[config.mk]
export PLATFORM = sky130hd
export DESIGN_NAME = ioapic_insert
export DESIGN_NICKNAME = d
export VERILOG_FILES = /design/src/rtl/ioapic_ins_pkg.sv /design/src/rtl/ioapic_pin_sync.sv /design/src/rtl/ioapic_entry_bank.sv /design/src/rtl/ioapic_prio_arb.sv /design/src/rtl/ioapic_insert.sv
export SDC_FILE = /design/constraint.sdc
export NUM_CORES = 1
export LEC_CHECK = 0
export BUFFER_PORTS_ARGS = -buffer_cell sky130_fd_sc_hd__buf_2
export CAP_MARGIN = 30
export CORE_MARGIN = 2
export CORE_UTILIZATION = 62
export CTS_BUF_LIST = sky130_fd_sc_hd__clkbuf_8
export DETAILED_ROUTE_END_ITERATION = 7
export PLACE_DENSITY = 0.8
export SLEW_MARGIN = 20
export SYNTH_ARGS = -nofsm -noshare
export SYNTH_HDL_FRONTEND = slang
export SYNTH_SLANG_ARGS = --single-unit
[constraint.sdc]
create_clock -name clk -period 3.8 [get_ports clk]
set_clock_uncertainty 0.15 [all_clocks]
set_input_delay 0.76 -clock clk [delete_from_list [all_inputs] [get_ports clk]]
set_output_delay 0.76 -clock clk [all_outputs]
set_load 0.01 [all_outputs]
[src/rtl/ioapic_ins_pkg.sv]
package ioapic_ins_pkg;

    localparam int VEC_W  = 8;
    localparam int DEST_W = 8;

    typedef enum logic [0:0] {
        ARB_IDLE  = 1'b0,
        ARB_OFFER = 1'b1
    } arb_state_e;

    typedef struct packed {
        logic [VEC_W-1:0]  vector;
        logic [DEST_W-1:0] dest;
        logic              mask;
        logic              level;
        logic              act_low;
    } ent_cfg_t;

endpackage

[src/rtl/ioapic_pin_sync.sv]
module ioapic_pin_sync #(
    parameter int N      = 24,
    parameter int STAGES = 2
) (
    input  logic         clk,
    input  logic         rst_n,
    input  logic [N-1:0] raw,
    output logic [N-1:0] synced
);

    generate
        for (genvar i = 0; i < N; i++) begin : g_bit
            logic [STAGES-1:0] chain;

            always_ff @(posedge clk or negedge rst_n) begin
                if (!rst_n) begin
                    chain <= '0;
                end else begin
                    chain <= {chain[STAGES-2:0], raw[i]};
                end
            end

            assign synced[i] = chain[STAGES-1];
        end
    endgenerate

endmodule

[src/rtl/ioapic_entry_bank.sv]
module ioapic_entry_bank
    import ioapic_ins_pkg::*;
#(
    parameter int             N       = 24,
    parameter int             IDX_W   = 5,
    parameter logic [N-1:0]   HAS_SRC = '1
) (
    input  logic                clk,
    input  logic                rst_n,
    input  logic                cfg_we,
    input  logic [IDX_W-1:0]    cfg_idx,
    input  ent_cfg_t            cfg_wr,
    input  logic [N-1:0]        synced,
    input  logic                mw_fire,
    input  logic [IDX_W-1:0]    mw_idx,
    input  logic                eoi_valid,
    input  logic [VEC_W-1:0]    eoi_vector,
    input  logic                ack_fire,
    input  logic [IDX_W-1:0]    ack_idx,
    input  logic [IDX_W-1:0]    look_idx,
    output ent_cfg_t            look_cfg,
    output logic [N-1:0]        pend
);

    ent_cfg_t   cfg_q [N];
    logic [N-1:0] act, act_q, irr, rirr, set, clr, mw_hit, eoi_hit;

    localparam ent_cfg_t CFG_RST = '{vector: '0, dest: '0, mask: 1'b1,
                                     level: 1'b0, act_low: 1'b0};

    generate
        for (genvar i = 0; i < N; i++) begin : g_ent
            assign act[i]     = HAS_SRC[i] & (synced[i] ^ cfg_q[i].act_low);
            assign clr[i]     = ack_fire && (ack_idx == IDX_W'(i));
            assign mw_hit[i]  = mw_fire && (mw_idx == IDX_W'(i));
            assign eoi_hit[i] = eoi_valid && (eoi_vector == cfg_q[i].vector);
            assign set[i]     = !cfg_q[i].mask &&
                                (mw_hit[i] ||
                                 (cfg_q[i].level ? (act[i] && !rirr[i] && !clr[i])
                                                 : (act[i] && !act_q[i])));
            assign pend[i]    = irr[i] && !cfg_q[i].mask;

            always_ff @(posedge clk or negedge rst_n) begin
                if (!rst_n) begin
                    cfg_q[i] <= CFG_RST;
                    act_q[i] <= 1'b0;
                    irr[i]   <= 1'b0;
                    rirr[i]  <= 1'b0;
                end else begin
                    if (cfg_we && (cfg_idx == IDX_W'(i))) begin
                        cfg_q[i] <= cfg_wr;
                    end
                    act_q[i] <= act[i];
                    irr[i]   <= (irr[i] && !clr[i]) || set[i];
                    rirr[i]  <= (rirr[i] && !eoi_hit[i]) || (clr[i] && cfg_q[i].level);
                end
            end


            mask_gate_chk: assert property (@(posedge clk) disable iff (!rst_n)
                $rose(irr[i]) |-> !$past(cfg_q[i].mask));


            ack_clear_chk: assert property (@(posedge clk) disable iff (!rst_n)
                (clr[i] && !set[i]) |=> !irr[i]);
        end
    endgenerate

    assign look_cfg = cfg_q[look_idx];

endmodule

[src/rtl/ioapic_prio_arb.sv]
module ioapic_prio_arb
    import ioapic_ins_pkg::*;
#(
    parameter int N     = 24,
    parameter int IDX_W = 5
) (
    input  logic                clk,
    input  logic                rst_n,
    input  logic                dt_en,
    input  logic [N-1:0]        pend,
    output logic [IDX_W-1:0]    look_idx,
    input  ent_cfg_t            look_cfg,
    input  logic                dlv_ack,
    output logic                dlv_req,
    output logic [IDX_W-1:0]    dlv_entry,
    output logic [VEC_W-1:0]    dlv_vector,
    output logic [DEST_W-1:0]   dlv_dest,
    output logic                ack_fire,
    output logic [IDX_W-1:0]    ack_idx
);

    arb_state_e         st, st_n;
    logic [IDX_W-1:0]   ent_q;
    logic [VEC_W-1:0]   vec_q;
    logic [DEST_W-1:0]  dst_q;

    // lowest pending index wins
    always_comb begin
        look_idx = '0;
        for (int i = N - 1; i >= 0; i--) begin
            if (pend[i]) look_idx = IDX_W'(i);
        end
    end

    always_comb begin
        st_n = st;
        unique case (st)
            ARB_IDLE:  if (dt_en && (|pend)) st_n = ARB_OFFER;
            ARB_OFFER: if (dlv_ack)          st_n = ARB_IDLE;
            default:                         st_n = ARB_IDLE;
        endcase
    end

    always_ff @(posedge clk or negedge rst_n) begin
        if (!rst_n) begin
            st    <= ARB_IDLE;
            ent_q <= '0;
            vec_q <= '0;
            dst_q <= '0;
        end else begin
            st <= st_n;
            if (st == ARB_IDLE && st_n == ARB_OFFER) begin
                ent_q <= look_idx;
                vec_q <= look_cfg.vector;
                dst_q <= look_cfg.dest;
            end
        end
    end

    always_comb begin
        dlv_req    = (st == ARB_OFFER);
        dlv_entry  = ent_q;
        dlv_vector = vec_q;
        dlv_dest   = dst_q;
        ack_fire   = dlv_req && dlv_ack;
        ack_idx    = ent_q;
    end


    offer_hold_chk: assert property (@(posedge clk) disable iff (!rst_n)
        (dlv_req && !dlv_ack) |=> (dlv_req && $stable(dlv_entry) &&
                                   $stable(dlv_vector) && $stable(dlv_dest)));


    gate_dt_chk: assert property (@(posedge clk) disable iff (!rst_n)
        $rose(dlv_req) |-> $past(dt_en));


    was_pending_chk: assert property (@(posedge clk) disable iff (!rst_n)
        $rose(dlv_req) |-> ((($past(pend) >> dlv_entry) & N'(1)) != '0));

endmodule

[src/rtl/ioapic_insert.sv]
module ioapic_insert
    import ioapic_ins_pkg::*;
#(
    parameter int           NUM_ENT     = 24,
    parameter int           NUM_PINS    = 16,
    parameter int           HP_ENTRY    = 23,
    parameter int           SYNC_STAGES = 2,
    parameter int           ADDR_W      = 8,
    parameter logic [7:0]   PAR_OFFSET  = 8'h20,
    localparam int          IDX_W       = $clog2(NUM_ENT)
) (
    input  logic                 clk,
    input  logic                 rst_n,
    input  logic                 cfg_we,
    input  logic [IDX_W-1:0]     cfg_idx,
    input  logic [VEC_W-1:0]     cfg_vector,
    input  logic [DEST_W-1:0]    cfg_dest,
    input  logic                 cfg_mask,
    input  logic                 cfg_level,
    input  logic                 cfg_act_low,
    input  logic                 id_we,
    input  logic                 id_dt,
    input  logic [NUM_PINS-1:0]  irq_pin,
    input  logic                 hp_irq,
    input  logic                 mw_valid,
    input  logic [ADDR_W-1:0]    mw_addr,
    input  logic [7:0]           mw_data,
    input  logic                 eoi_valid,
    input  logic [VEC_W-1:0]     eoi_vector,
    input  logic                 dlv_ack,
    output logic                 dlv_req,
    output logic [IDX_W-1:0]     dlv_entry,
    output logic [VEC_W-1:0]     dlv_vector,
    output logic [DEST_W-1:0]    dlv_dest
);

    localparam logic [NUM_ENT-1:0] PIN_SET = NUM_ENT'((64'd1 << NUM_PINS) - 64'd1);
    localparam logic [NUM_ENT-1:0] HAS_SRC = PIN_SET | NUM_ENT'(64'd1 << HP_ENTRY);

    logic [NUM_ENT-1:0] raw, synced, pend;
    logic               dt_q, mw_fire, ack_fire;
    logic [IDX_W-1:0]   ack_idx, look_idx;
    ent_cfg_t           cfg_wr, look_cfg;

    generate
        for (genvar i = 0; i < NUM_ENT; i++) begin : g_src
            if (i < NUM_PINS) begin : g_pin
                assign raw[i] = irq_pin[i];
            end else if (i == HP_ENTRY) begin : g_hp
                assign raw[i] = hp_irq;
            end else begin : g_none
                assign raw[i] = 1'b0;
            end
        end
    endgenerate

    always_ff @(posedge clk or negedge rst_n) begin
        if (!rst_n)     dt_q <= 1'b0;
        else if (id_we) dt_q <= id_dt;
    end

    assign mw_fire = mw_valid && (mw_addr == ADDR_W'(PAR_OFFSET)) && (mw_data < 8'(NUM_ENT));

    assign cfg_wr.vector  = cfg_vector;
    assign cfg_wr.dest    = cfg_dest;
    assign cfg_wr.mask    = cfg_mask;
    assign cfg_wr.level   = cfg_level;
    assign cfg_wr.act_low = cfg_act_low;

    ioapic_pin_sync #(.N(NUM_ENT), .STAGES(SYNC_STAGES)) u_sync (
        .clk    (clk),
        .rst_n  (rst_n),
        .raw    (raw),
        .synced (synced)
    );

    ioapic_entry_bank #(.N(NUM_ENT), .IDX_W(IDX_W), .HAS_SRC(HAS_SRC)) u_bank (
        .clk        (clk),
        .rst_n      (rst_n),
        .cfg_we     (cfg_we),
        .cfg_idx    (cfg_idx),
        .cfg_wr     (cfg_wr),
        .synced     (synced),
        .mw_fire    (mw_fire),
        .mw_idx     (mw_data[IDX_W-1:0]),
        .eoi_valid  (eoi_valid),
        .eoi_vector (eoi_vector),
        .ack_fire   (ack_fire),
        .ack_idx    (ack_idx),
        .look_idx   (look_idx),
        .look_cfg   (look_cfg),
        .pend       (pend)
    );

    ioapic_prio_arb #(.N(NUM_ENT), .IDX_W(IDX_W)) u_arb (
        .clk        (clk),
        .rst_n      (rst_n),
        .dt_en      (dt_q),
        .pend       (pend),
        .look_idx   (look_idx),
        .look_cfg   (look_cfg),
        .dlv_ack    (dlv_ack),
        .dlv_req    (dlv_req),
        .dlv_entry  (dlv_entry),
        .dlv_vector (dlv_vector),
        .dlv_dest   (dlv_dest),
        .ack_fire   (ack_fire),
        .ack_idx    (ack_idx)
    );


    reset_quiet_chk: assert property (@(posedge clk) disable iff (!rst_n)
        $rose(rst_n) |-> !dlv_req);

endmodule

After elaboration in Yosys (flattened, before gate mapping)

Index checks and enable logic that the tools add are counted.
W data, S select, Z words.

Output and inout port bits: 22
Register bits: 571

Magnitude comparators: 2
Bitwise gates (word level): 19
Equality and inequality tests: 87
Reduce and logical (&&, ||, !) cells: 412
Mux-type cells: 47

Operators with widths:

| kind                 | count |
|---|---|
| $logic_and A1 B1 Y1  | 251 |
| $eq A8 B8 Y1         | 17 |
| $eq A5 B4 Y1 const B | 24 |
| $eq A5 B5 Y1 const B | 24 |
| $mux W5              | 24 |
| $logic_not A1 Y1     | 99 |
| $bmux W19 S5         | 1 |
| $eq A5 B3 Y1 const B | 12 |
| $logic_or A1 B1 Y1   | 58 |
| $mux W19             | 2 |
| $eq A5 B2 Y1 const B | 6 |
| $reduce_or A24 Y1    | 1 |
| $mux W1              | 19 |
| $xor A1 B1 Y1        | 17 |
| $eq A5 B1 Y1 const B | 3 |
| $logic_not A5 Y1     | 3 |
| $eq A8 B6 Y1 const B | 1 |
| $lt A8 B5 Y1 const B | 1 |
| $ge A6 B6 Y1 const B | 1 |
| $not A5 Y6           | 1 |
| $pmux W1 S2          | 1 |
| $not A1 Y1           | 1 |

Depth between registers and ports, before layout

Depth after elaboration: 30
Depth in mapped cells: 13
Gate-level depth less buffers: 9

Modules after synthesis

From an unflattened synthesis, not the netlist that was laid out.

Cell total of the unflattened synthesis: 2117
Area total of the unflattened synthesis: 28090.7 µm²

By module, submodules not included:

| module            | area an instance (µm²) | cells an instance | seq. area each (µm²) | instances |
|---|---|---|---|---|
| ioapic_entry_bank | 25445.7                | 1934              | 12892.4              | 1 |
| ioapic_pin_sync   | 1381.3                 | 72                | 1201.2               | 1 |
| ioapic_prio_arb   | 1188.6                 | 103               | 550.5                | 1 |
| ioapic_insert     | 75.1                   | 8                 | 25.0                 | 1 |

Worst setup path after synthesis

Ideal clock, no wire load.

Path type: in2reg
From: in cfg_idx[2]
To: reg u_bank.cfg_q[307] (netlist bit)
Stages on the path: 5
Library setup time: 0.125 ns
Setup slack: 0.872 ns
Arrival time: 2.654 ns
Buffers on the path: 2
Data required time: 3.525 ns
Cells stage by stage: clkbuf_1 > nand2b_1 > nor3_1 > clkbuf_1 > mux2_2

Word-level cells in the longest chain between the ends: 2

Ends and longest elaborated chain:

| element                         | line                    | RTL |
|---|---|---|
| from (decl)                     | ioapic_insert.sv:15     | `input logic [IDX_W-1:0] cfg_idx,` |
| $eq A5 B3 Y1                    | ioapic_entry_bank.sv:50 | `if (cfg_we && (cfg_idx == IDX_W'(i))) begin` |
| $logic_and A1 B1 Y1             | ioapic_entry_bank.sv:50 |  |
| to (signal, indexed assignment) | ioapic_entry_bank.sv:51 | `cfg_q[i] <= cfg_wr;` |
| to (decl)                       | ioapic_entry_bank.sv:25 | `ent_cfg_t cfg_q [N];` |

Every way passes these cells.
A chain may end at the register's enable or synchronous reset.

Worst setup path after layout

From: reg u_bank.cfg_q[59] (netlist bit)
To: reg u_arb.dst_q[6], in the netlist u_arb.dlv_dest[6]

Word-level cells in the longest chain between the ends: 27
Elaborated cells between the ends (all ways): 32

Ends and longest elaborated chain:

| element                                      | line                    | RTL |
|---|---|---|
| $logic_not A1 Y1 *                           | ioapic_entry_bank.sv:41 | `assign pend[i] = irr[i] && !cfg_q[i].mask;` |
| $logic_and A1 B1 Y1 *                        | ioapic_entry_bank.sv:41 |  |
| $mux W5 (21 in series)                       | ioapic_prio_arb.sv:31   | `if (pend[i]) look_idx = IDX_W'(i);` |
| $not A5 Y6 (not written as such)             | ioapic_entry_bank.sv:69 | `assign look_cfg = cfg_q[look_idx];` |
| $bmux W19 S5                                 | ioapic_entry_bank.sv:69 |  |
| $mux W19 (not written as such) (2 in series) | ioapic_entry_bank.sv:69 |  |
| to (signal assigned)                         | ioapic_prio_arb.sv:55   | `dst_q <= look_cfg.dest;` |
| to (decl)                                    | ioapic_prio_arb.sv:25   | `logic [DEST_W-1:0] dst_q;` |

Every way passes the cells marked *; elsewhere a longest branch is shown, timed or not. The select of a mux whose other input is x is not followed.

==> parameters.txt <==
Parameter                              Value

Setup path
  Crit path max-delay cell type    sky130_fd_sc_hd__and3_4
  Startpoint type of the worst setup path    flop
  Data arrival time at the worst-slack endpoint    3930 ps
  Worst-path cell chain    nand2b_1, o211ai_1, nand3_1, a211o_1, and3_4, buf_12, mux2i_1, o22ai_1, nor4_1, o211ai_1
  Critical Path End    u_arb.dlv_dest[6]
  Register-to-register setup slack    ~280 ps
  Worst setup path class    reg2reg
  Data required time at the worst endpoint    between 4000 and 5000 ps
  Destination of the worst register-to-register timing path    u_arb.dlv_dest[6]
  Most used cell, CP    sky130_fd_sc_hd__o211ai_1
  Critical path origin    u_bank.cfg_q[59]
  Highest net fanout along the worst path    44
  Reg2Reg Depth    10
  Slowest Stage Delay on Critical Path    roughly 700 ps
  CP endpoint kind    flop
  Startpoint of the worst register-to-register path    u_bank.cfg_q[59]

Synth
  Yosys cell types    60
  Mapped cell area    0.02626 sq mm
  Synthesis-stage register bit count    557
  Number of enable flip-flop cells after synthesis    0
  Synth Flop Type    sky130_fd_sc_hd__dfrtp_1
  Yosys Warn Count    0
  Proportion of synthesized chip area in sequential cells    0.5319
  Synth async-reset ratio    1.000
  Net count of the mapped netlist    around 2300
  Number of standard cells after synthesis    between 2000 and 2500
  Post-synthesis area per instance    11.94 sq um

Routing
  Number of DRC violations after detailed routing    0
  DRC marker count from the first detailed-route iteration    approximately 1600
  DR WL/cell    25.39 um
  Routed via count divided by cell count    between 6 and 7
  Number of nets with antenna violations after routing    0
  Drt pass-1 iters    7
  Via count of the routed design    between 15000 and 20000
  WL final    about 74000 um

CTS
  Worst-skew pair later-pin latency    between 600 and 700 ps
  Maximum level of the CTS H-tree    3
  CTS tree    done
  Number of buffers inserted by hold repair at cts    8
  TritonCTS buffer count    90
  Number of buffers inserted to repair setup after CTS    0
  Clock transition at path regs    about 60 ps
  Count of clock tree sinks    557
  Max Buffers Root-to-Sink    3
  Clock tree root buffer cell    sky130_fd_sc_hd__clkbuf_8
  Count of cells resized by post-cts repair    0

Pwr
  Power density over the cells    609.3 mW/mm^2
  P_leak    between 0.01 and 0.015 uW
  Peak supply drop    ~0.44 mV

GRT
  GR Util met3    0.06988
  Antenna violations before repair    6
  Total global routing overflow    0
  Met2 demand-to-capacity share in global routing    0.5588
  Global Route Usage Sum    0.3426
  Vias in the first global route    19206
  Wire length of the first global-routing pass    between 100000 and 150000 um
  Pin count of the biggest net entering global routing    106
  GRT met1 Usage    0.4345
  GR peak layer    met2

STA
  Number of hold violations in the final report    0
  Least-Margin Pin Slew    937.7 ps
  Hold slack    28.08 ps
  Fmax    between 200 and 300 MHz
  Final critical-path share of the clock period    0.9254
  Headroom to the max-slew limit    0.3748
  Total negative slack for setup checks    0 ps
  Setup repair after global routing missed its margin    no
  Minimum period implied by the final worst setup slack    3516 ps
  Count of pins over their slew limit    0
  Count of endpoints failing setup in the final report    0

Floorplan
  Placeable core region    0.04185 sq mm
  Chip height    about 210 um
  Die extent in x    209.8 um
  Starting density of the core    0.6274
  Std cell rows    between 70 and 80
  Die Outline Area    roughly 0.044 sq mm
  IO Count    between 90 and 100

Place
  Count of port buffers added during placement    94
  Detail Placement HPWL    slightly above 50000 um
  Final GP Congestion    roughly 0.98

Hold path
  Class of the worst hold path    in2async

Cells and area
  Nets    2385
  Layout cell share with drive strength beyond 1    0.3301
  Filler Cells Inserted    ~3000
  Area growth from synthesis to final layout    12.57%

Job
  # Max-Cap Violations    0

Run status
  Outcome    finished clean
-- cell usage in the layout (no fill, tap or decap), types with 33 or more instances in the layout --
| cell type | count |
|---|---|
| sky130_fd_sc_hd__a21oi_1 | 34 |
| sky130_fd_sc_hd__nand3_1 | 60 |
| sky130_fd_sc_hd__xor2_1 | 136 |
| sky130_fd_sc_hd__o22ai_1 | 42 |
| sky130_fd_sc_hd__o21ai_0 | 75 |
| sky130_fd_sc_hd__nor2_1 | 59 |
| sky130_fd_sc_hd__dfrtp_1 | 533 |
| sky130_fd_sc_hd__nand2_1 | 227 |
| sky130_fd_sc_hd__buf_4 | 51 |
| sky130_fd_sc_hd__inv_1 | 35 |
| sky130_fd_sc_hd__nor4_1 | 33 |
| sky130_fd_sc_hd__clkbuf_8 | 117 |
| sky130_fd_sc_hd__mux2_2 | 447 |
| sky130_fd_sc_hd__buf_2 | 93 |
| sky130_fd_sc_hd__mux2i_1 | 114 |
-- per-layer routing --
layer / wire [um] / vias to the layer above
met4: 4130 / 10
met2: 35770 / 818
met1: 29450 / 9590
met3: 4892 / 245
met5: 73 / -
li1: - / 8084
-- worst max-delay path: cells and delay by family, from the launching register on --
kind                   cells  cell delay [ps]
multiplexers               1              240
AO/OA/AOI/OAI              4              620
flip-flops                 1              540
AND/OR/NAND/NOR            4             1470
buffers and inverters      1              330
-- stage by stage --
stage	cells	total power (uW)	util	setup slack [ps]	cell area [sq um]
3_3_place_gp	2750	12340	0.6574	365.4	27510
3_5_place_dp	2750	12510	0.6574	356.5	27510
4_1_cts	2925	18000	0.7060	353.9	29550
5_1_grt	2926	18770	0.7062	103.3	29560
2_1_floorplan	2200	10880	-	871.6	26260
6_report	2927	18010	0.7063	283.6	29560
-- kinds of logic (layout without fill, tap and decap cells) --
family | after synthesis | in the layout | synth area share
muxes | 561 | 561 | 0.2351
and+or+nand+nor | 503 | 503 | 0.08982
AOI/OAI and AO/OA | 271 | 271 | 0.06690
other | 0 | 1 | 0
DFF | 557 | 557 | 0.5319
buffers and inverters | 155 | 342 | 0.02516
xor gates and xnor gates | 153 | 153 | 0.05103
-- area by class of cell --
type,instances,area [sq um],share of cell area
diodes,1,2.502,0.00008465
clock buffers,117,1610,0.05447
flip-flops and latches,557,13970,0.4725
well taps,539,674.4,0.02281
inverters,6,22.52,0.0007619
repair buffers,169,1254,0.04241
clock inverters,50,345.3,0.01168
multi-input cells,1488,11680,0.3952
-- sequential cells by signal (all words and copies together), names as in the netlist --
register,cells
dt_q,1
u_arb.ack_idx,5
u_arb.dlv_dest,8
u_arb.dlv_req,1
u_arb.dlv_vector,8
u_bank.act_q,17
u_bank.cfg_q,442
u_bank.irr,24
u_bank.rirr,17
u_sync.g_bit.chain,34
-- cell usage after synthesis (all sizes together) (2+ instances only) --
cell       n  area [sq um]
dfrtp    533         13340
mux2     447          5034
nand2    228         855.8
xor2     136          1191
clkbuf   117         439.2
mux2i    114          1141
o21ai     78         390.4
nor2      64         242.7
nand3     61         305.3
o22ai     42         262.8
nor4      35         225.2
a21oi     34         170.2
buf       32         198.9
nand2b    25         156.4
nor3      25         135.1
dfstp     24         630.6
nand4     22         137.6
nor2b     20         132.6
a32oi     19         166.4
a22o      17         148.9
xnor2     17         148.9
a31oi     14         87.58
o211ai    14         105.1
a22oi     11         82.58
a211oi     9         67.56
a221oi     8         70.07
o31ai      8         60.06
inv        6         22.52
and2       4         25.02
nand3b     4         30.03
a21boi     3         22.52
and3       3         18.77
a211o      2         17.52
a21o       2         15.01
a311oi     2         17.52
nor4b      2         17.52
o2111ai    2         17.52
or2        2         12.51
or3        2         12.51
-- worst min path at each step --
stage | start | endpoint | depth (start not counted)
floorplan | u_sync.g_bit[0].chain[0] | u_sync.g_bit[0].chain[1] | 0
global placement | u_sync.g_bit[0].chain[0] | u_sync.g_bit[0].chain[1] | 0
detailed placement | u_sync.g_bit[10].chain[0] | u_sync.g_bit[10].chain[1] | 0
CTS | irq_pin[8] | u_sync.g_bit[8].chain[0] | 1
global route | irq_pin[6] | u_sync.g_bit[6].chain[0] | 1
finish | rst_n | u_sync.g_bit[23].chain[0] | 1
-- power breakdown --
group	total, uW	switching, uW	internal (uW)
logic	4630	2660	1970
registers	7900	818	7080
clock network	5480	2480	3000
No activity file was read; power rests on OpenSTA's default activity.
